$ cat config.mk
export PLATFORM = sky130hd
export DESIGN_NAME = srefresh_ctl
export DESIGN_NICKNAME = d
export VERILOG_FILES = /design/src/rtl/srefresh_pkg.sv /design/src/rtl/srefresh_dp.sv /design/src/rtl/srefresh_fsm.sv /design/src/rtl/srefresh_ctl.sv
export SDC_FILE = /design/constraint.sdc
export NUM_CORES = 1
export LEC_CHECK = 0
export BUFFER_PORTS_ARGS = -buffer_cell sky130_fd_sc_hd__buf_2
export CAP_MARGIN = 5
export CORE_UTILIZATION = 45
export DETAILED_ROUTE_END_ITERATION = 10
export HOLD_SLACK_MARGIN = 0.03
export SLEW_MARGIN = 30
export SYNTH_ARGS = -nofsm -noshare
export SYNTH_HDL_FRONTEND = slang
export SYNTH_SLANG_ARGS = --single-unit
$ cat constraint.sdc
create_clock -name clk -period 2.8 [get_ports clk]
set_input_delay 0.56 -clock clk [delete_from_list [all_inputs] [get_ports clk]]
set_output_delay 0.56 -clock clk [all_outputs]
set_load 0.1 [all_outputs]
$ cat src/rtl/srefresh_pkg.sv
package srefresh_pkg;

  typedef enum logic [2:0] {
    S_IDLE,
    S_PREREF,
    S_CASLEAD,
    S_HOLD,
    S_EXITPRE,
    S_POSTREF,
    S_WAKEACK
  } srState_e;

  // control -> datapath
  typedef struct packed {
    logic timerClr;
    logic sweepClr;
  } srStrobe_t;

  // datapath -> control
  typedef struct packed {
    logic leadDone;
    logic holdDone;
    logic preDone;
    logic sweepFull;
  } srFlags_t;

endpackage

$ cat src/rtl/srefresh_dp.sv
module srefresh_dp
  import srefresh_pkg::*;
#(
  parameter int CAS_LEAD = 1,
  parameter int SR_MIN   = 10000,
  parameter int EXIT_PRE = 9,
  parameter int ROWS     = 2048
) (
  input  logic      clk,
  input  logic      rstN,
  input  srStrobe_t strobe,
  input  logic      refDone,
  output srFlags_t  flags
);

  localparam int TMAX0 = (CAS_LEAD > EXIT_PRE) ? CAS_LEAD : EXIT_PRE;
  localparam int TMAX  = (TMAX0 > SR_MIN) ? TMAX0 : SR_MIN;
  localparam int TW    = $clog2(TMAX + 1);
  localparam int SW    = $clog2(ROWS + 1);
  localparam logic [TW-1:0] T_TOP     = TW'(TMAX);
  localparam logic [SW-1:0] SWEEP_TOP = SW'(ROWS);

  logic [TW-1:0] timer;
  logic [SW-1:0] sweepCnt;

  // phase timer: restarts on every state change, saturates
  always_ff @(posedge clk or negedge rstN) begin
    if (!rstN)                timer <= '0;
    else if (strobe.timerClr) timer <= '0;
    else if (timer != T_TOP)  timer <= timer + 1'b1;
  end

  // rows refreshed since the last self-refresh exit
  always_ff @(posedge clk or negedge rstN) begin
    if (!rstN)                                  sweepCnt <= '0;
    else if (strobe.sweepClr)                   sweepCnt <= '0;
    else if (refDone && sweepCnt != SWEEP_TOP)  sweepCnt <= sweepCnt + 1'b1;
  end

  assign flags.leadDone  = (timer == TW'(CAS_LEAD - 1));
  assign flags.holdDone  = (timer >= TW'(SR_MIN - 1));
  assign flags.preDone   = (timer == TW'(EXIT_PRE - 1));
  assign flags.sweepFull = (sweepCnt == SWEEP_TOP);

  // sweep count never passes the row total
  a_r9_sweep_bound: assert property (@(posedge clk) disable iff (!rstN)
    sweepCnt <= SWEEP_TOP);

  // an exit empties the sweep
  a_r9_sweep_cleared: assert property (@(posedge clk) disable iff (!rstN)
    strobe.sweepClr |=> (sweepCnt == '0));

  // without a refresh or an exit the count holds
  a_r9_sweep_stable: assert property (@(posedge clk) disable iff (!rstN)
    (!strobe.sweepClr && !refDone) |=> $stable(sweepCnt));

endmodule

$ cat src/rtl/srefresh_fsm.sv
module srefresh_fsm
  import srefresh_pkg::*;
(
  input  logic      clk,
  input  logic      rstN,
  input  logic      sleepReq,
  input  logic      wakeReq,
  input  logic      refDone,
  input  srFlags_t  flags,
  output srStrobe_t strobe,
  output logic      rasN,
  output logic      casN,
  output logic      weN,
  output logic      busy,
  output logic      refReq,
  output logic      sleepAck,
  output logic      wakeAck
);

  srState_e state, nextState;

  always_ff @(posedge clk or negedge rstN) begin
    if (!rstN) state <= S_IDLE;
    else       state <= nextState;
  end

  always_comb begin
    nextState = state;
    unique case (state)
      S_IDLE:    if (sleepReq && flags.sweepFull) nextState = S_PREREF;
      S_PREREF:  if (refDone)                     nextState = S_CASLEAD;
      S_CASLEAD: if (flags.leadDone)              nextState = S_HOLD;
      S_HOLD:    if (wakeReq && flags.holdDone)   nextState = S_EXITPRE;
      S_EXITPRE: if (flags.preDone)               nextState = S_POSTREF;
      S_POSTREF: if (refDone)                     nextState = S_WAKEACK;
      S_WAKEACK:                                  nextState = S_IDLE;
      default:                                    nextState = S_IDLE;
    endcase
  end

  assign strobe.timerClr = (nextState != state);
  assign strobe.sweepClr = (state == S_HOLD) && (nextState == S_EXITPRE);

  assign rasN     = (state != S_HOLD);
  assign casN     = !((state == S_CASLEAD) || (state == S_HOLD));
  assign weN      = 1'b1;
  assign busy     = (state == S_PREREF) || (state == S_CASLEAD) ||
                    (state == S_HOLD)   || (state == S_EXITPRE);
  assign refReq   = (state == S_PREREF) || (state == S_POSTREF);
  assign sleepAck = (state == S_HOLD);
  assign wakeAck  = (state == S_WAKEACK);

  // row strobe falls only after the column strobe has been low
  a_r4_cas_first: assert property (@(posedge clk) disable iff (!rstN)
    $fell(rasN) |-> (!casN && $past(!casN)));

  // row strobe rises only once the hold minimum has run out
  a_r5_min_hold: assert property (@(posedge clk) disable iff (!rstN)
    $rose(rasN) |-> $past(flags.holdDone));

  // column strobe is released no later than the row strobe
  a_r7_cas_release: assert property (@(posedge clk) disable iff (!rstN)
    $rose(rasN) |-> casN);

  // busy ends only when the exit precharge has elapsed
  a_r7_precharge: assert property (@(posedge clk) disable iff (!rstN)
    $fell(busy) |-> ($past(flags.preDone) && rasN));

  // a sleep sequence starts only on a complete sweep
  a_r2_sweep_gate: assert property (@(posedge clk) disable iff (!rstN)
    $rose(busy) |-> $past(flags.sweepFull));

endmodule

$ cat src/rtl/srefresh_ctl.sv
module srefresh_ctl
  import srefresh_pkg::*;
#(
  parameter int CAS_LEAD = 1,
  parameter int SR_MIN   = 10000,
  parameter int EXIT_PRE = 9,
  parameter int ROWS     = 2048
) (
  input  logic clk,
  input  logic rstN,
  input  logic sleepReq,
  output logic sleepAck,
  input  logic wakeReq,
  output logic wakeAck,
  output logic busy,
  output logic refReq,
  input  logic refDone,
  output logic rasN,
  output logic casN,
  output logic weN
);

  srStrobe_t strobe;
  srFlags_t  flags;

  srefresh_dp #(
    .CAS_LEAD(CAS_LEAD), .SR_MIN(SR_MIN), .EXIT_PRE(EXIT_PRE), .ROWS(ROWS)
  ) u_dp (
    .clk(clk), .rstN(rstN), .strobe(strobe), .refDone(refDone), .flags(flags)
  );

  srefresh_fsm u_fsm (
    .clk(clk), .rstN(rstN), .sleepReq(sleepReq), .wakeReq(wakeReq),
    .refDone(refDone), .flags(flags), .strobe(strobe),
    .rasN(rasN), .casN(casN), .weN(weN), .busy(busy), .refReq(refReq),
    .sleepAck(sleepAck), .wakeAck(wakeAck)
  );

endmodule

==> results_dict.tcl <==
set metrics [dict create \
    outcome "complete, no violations" \
    max_freq_ghz 0.4653 \
    antenna_found_initial 0 \
    vias_per_cell 5.303 \
    powerDensity_mw_per_mm2 806.9 \
    syn_area_per_cell_um2 9.852 \
    syn_area_mm2 0.001724 \
    hp-class "input port to asynchronous set/reset pin" \
    r2r_start "u_dp.timer[0]" \
    min_period_ns 2.149 \
    clock_skew_ns 0.006641 \
    ys_seq_area_share_pct 42.09 \
    h-tree-depth 2 \
    root_buffer "clkbuf_8" \
    place_congestion 0.8334 \
    path_class "flop to output pin" \
    p_leak_nw 0.8324 \
    cts.clk_slew.worst_paths_ns 0.06 \
    reg2reg_depth 7 \
    rsz0062_at_grt "false" \
    syn_to_final_growth_pct 9.579 \
    clock_sinks 29 \
    insertion_delay_ns 0.28 \
    tightest_slew_ns 0.6484 \
    rows 22 \
    grt.total_usage_pct 18.98 \
    ctsLongestPathBuffers 2 \
    critPathCaptureType "output pin" \
    cts_tree "built" \
    fin_cells 234 \
    io-pin-count 12 \
    yosys_warnings 0 \
    dieArea_mm2 0.004083 \
    fin_tns_setup_ns 0 \
    cts-resized-gates 0 \
    period_share_pct 76.76 \
    post-dp-hpwl_um 2224 \
    die_h_um 63.90 \
    yosys_register_bits 29 \
    initial_core_util_pct 47.10 \
    cp.required_ns 2.24 \
    setup_viol 0 \
    yosysUniqueCellTypes 38 \
    hold_viol 0 \
    final-max-slew-violation-count 0 \
    reg2reg_to "u_dp.timer[13]" \
    vias 1241 \
    crit_arrival_ns 1.59 \
    fp.dieW_um 63.90 \
    drtIter0Drc 91 \
    grt_pass1_wl_um 5761 \
    synthCells 175 \
    grt_pass1_vias 1245 \
    core-area_mm2 0.003661 \
    relSlewSlack_pct 56.78 \
    crit_start "u_fsm.state[1]" \
    portBuffers 10 \
    first_pass_iters 4 \
    totalWireLength_um 3275 \
    ant_nets 0 \
    synth_nets 184 \
    cap_violations 0 \
    avgRoutedWirePerCell_um 14.00 \
    endpoint "sleepAck" \
    grt_max_degree 30 \
    post_cts_buffers 0 \
    postCtsHoldBufs 0 \
    cts_made_buffers 5 \
    mostFrequentLayoutCells "dfrtp_1, nor2_1, nand2_1, xnor2_1" \
    numPlacedInstances 226 \
    ir_drop_uv 273.5 \
    post-route-drc-count 0 \
    final_common_cell "dfrtp_1" \
    num_antenna_cells 0 \
    worst-r2r-setup-slack_ns 0.73 \
    fill_cells 331 \
    critPathMaxFanout 7 \
    drive_above_1_share_pct 21.51 \
    grt-ovfl-total 0 \
    layout.nets 194 \
    cp-start-kind "flop" \
]
-- state kept, by name, summed over array words and instances (netlist names) --
signal,count
u_fsm.state,3
u_dp.sweepCnt,12
u_dp.timer,14
-- routing by layer --
layer | up-vias | part of all wire (%) | GRT usage, %
met5 | - | 0 | 0
met4 | 0 | 0.70 | 11.08
met3 | 2 | 5.1 | 5.000
met2 | 34 | 46 | 27.39
met1 | 593 | 48 | 25.43
li1 | 612 | - | -
-- worst min path at each step --
| stage | slack [ns] | depth (start not counted) | startpoint | end |
|---|---|---|---|---|
| after floorplan | 0.26 | 0 | rstN | u_dp.sweepCnt[0] |
| after global placement | 0.53 | 2 | u_dp.sweepCnt[11] | u_dp.sweepCnt[11] |
| after detailed placement | 0.54 | 2 | u_dp.sweepCnt[11] | u_dp.sweepCnt[11] |
| after CTS | 0.32 | 1 | rstN | u_dp.sweepCnt[5] |
| after global routing | 0.35 | 1 | rstN | u_dp.sweepCnt[5] |
| final | 0.30 | 1 | rstN | u_dp.sweepCnt[5] |
-- logic make-up after synthesis --
logic type	count (synthesis)	synth area share, %
and+or+nand+nor	87	29.61
DFF	29	42.09
xor gates and xnor gates	24	12.19
buffers and inverters	16	5.950
AOI/OAI and AO/OA	10	4.499
adders and majority gates	4	2.903
muxes	4	2.540
other	1	0.2175
-- metrics by stage --
step                      utilization (%)  power (mW)  hold slack (ns)  instance area (um2)  setup slack, ns
after global placement              48.43       1.063           0.5257                 1773           0.7926
after CTS                           51.61       1.540           0.3187                 1889           0.6388
final                               51.61       1.524           0.2996                 1889           0.6506
after detailed placement            48.43       1.074           0.5436                 1773           0.7345
after global routing                51.61       1.631           0.3497                 1889           0.5196
after floorplan                         -       1.014           0.2644                 1724           0.1382
-- cell type report --
class / instances / area [um2] / area share, %
clock buffer: 7 / 86.33 / 4.570
timing repair buffer: 12 / 65.06 / 3.444
inverter: 7 / 26.28 / 1.391
sequential: 29 / 725.7 / 38.41
tap: 48 / 60.06 / 3.179
multi-input combinational: 130 / 895.9 / 47.42
clock inverter: 1 / 30.03 / 1.589
-- Yosys cell counts (all sizes together) --
master  instances  share of area, %
dfrtp          29                42
ha              4               2.9
inv             7               1.5
nand2          13               2.8
o211ai          1              0.44
nand3          11               3.2
xor2           11               5.6
a221o           1              0.65
nand2b          1              0.36
clkbuf          1              0.22
a21oi           3               1.1
conb            1              0.22
xnor2          13               6.6
mux2i           4               2.5
a211oi          1              0.73
or2             1              0.36
nor2b           2              0.87
nor3b           4               1.7
nor4            5               2.5
nor4bb          1              0.58
a211o           1              0.58
nor3           14               7.0
o21ai           2              0.58
a21o            1              0.44
and3            5               1.8
nand4           7               2.5
and2b           1              0.58
buf             8               4.2
nor2           21               4.6
or4             1              0.65
-- power by group --
part	total [mW]	leakage, nW	internal, mW	switching, mW
Clock	0.446	0.0585	0.290	0.157
Sequential	0.719	0.357	0.542	0.177
Combinational	0.359	0.417	0.175	0.184
-- critical path, stage by stage (launching register included) --
cell and delay [ns]:
dfrtp_1 0.45, nor2b_2 0.21, nand2_1 0.15, inv_1 0.08, buf_2 0.42
Power figures use the tool's default switching activity.
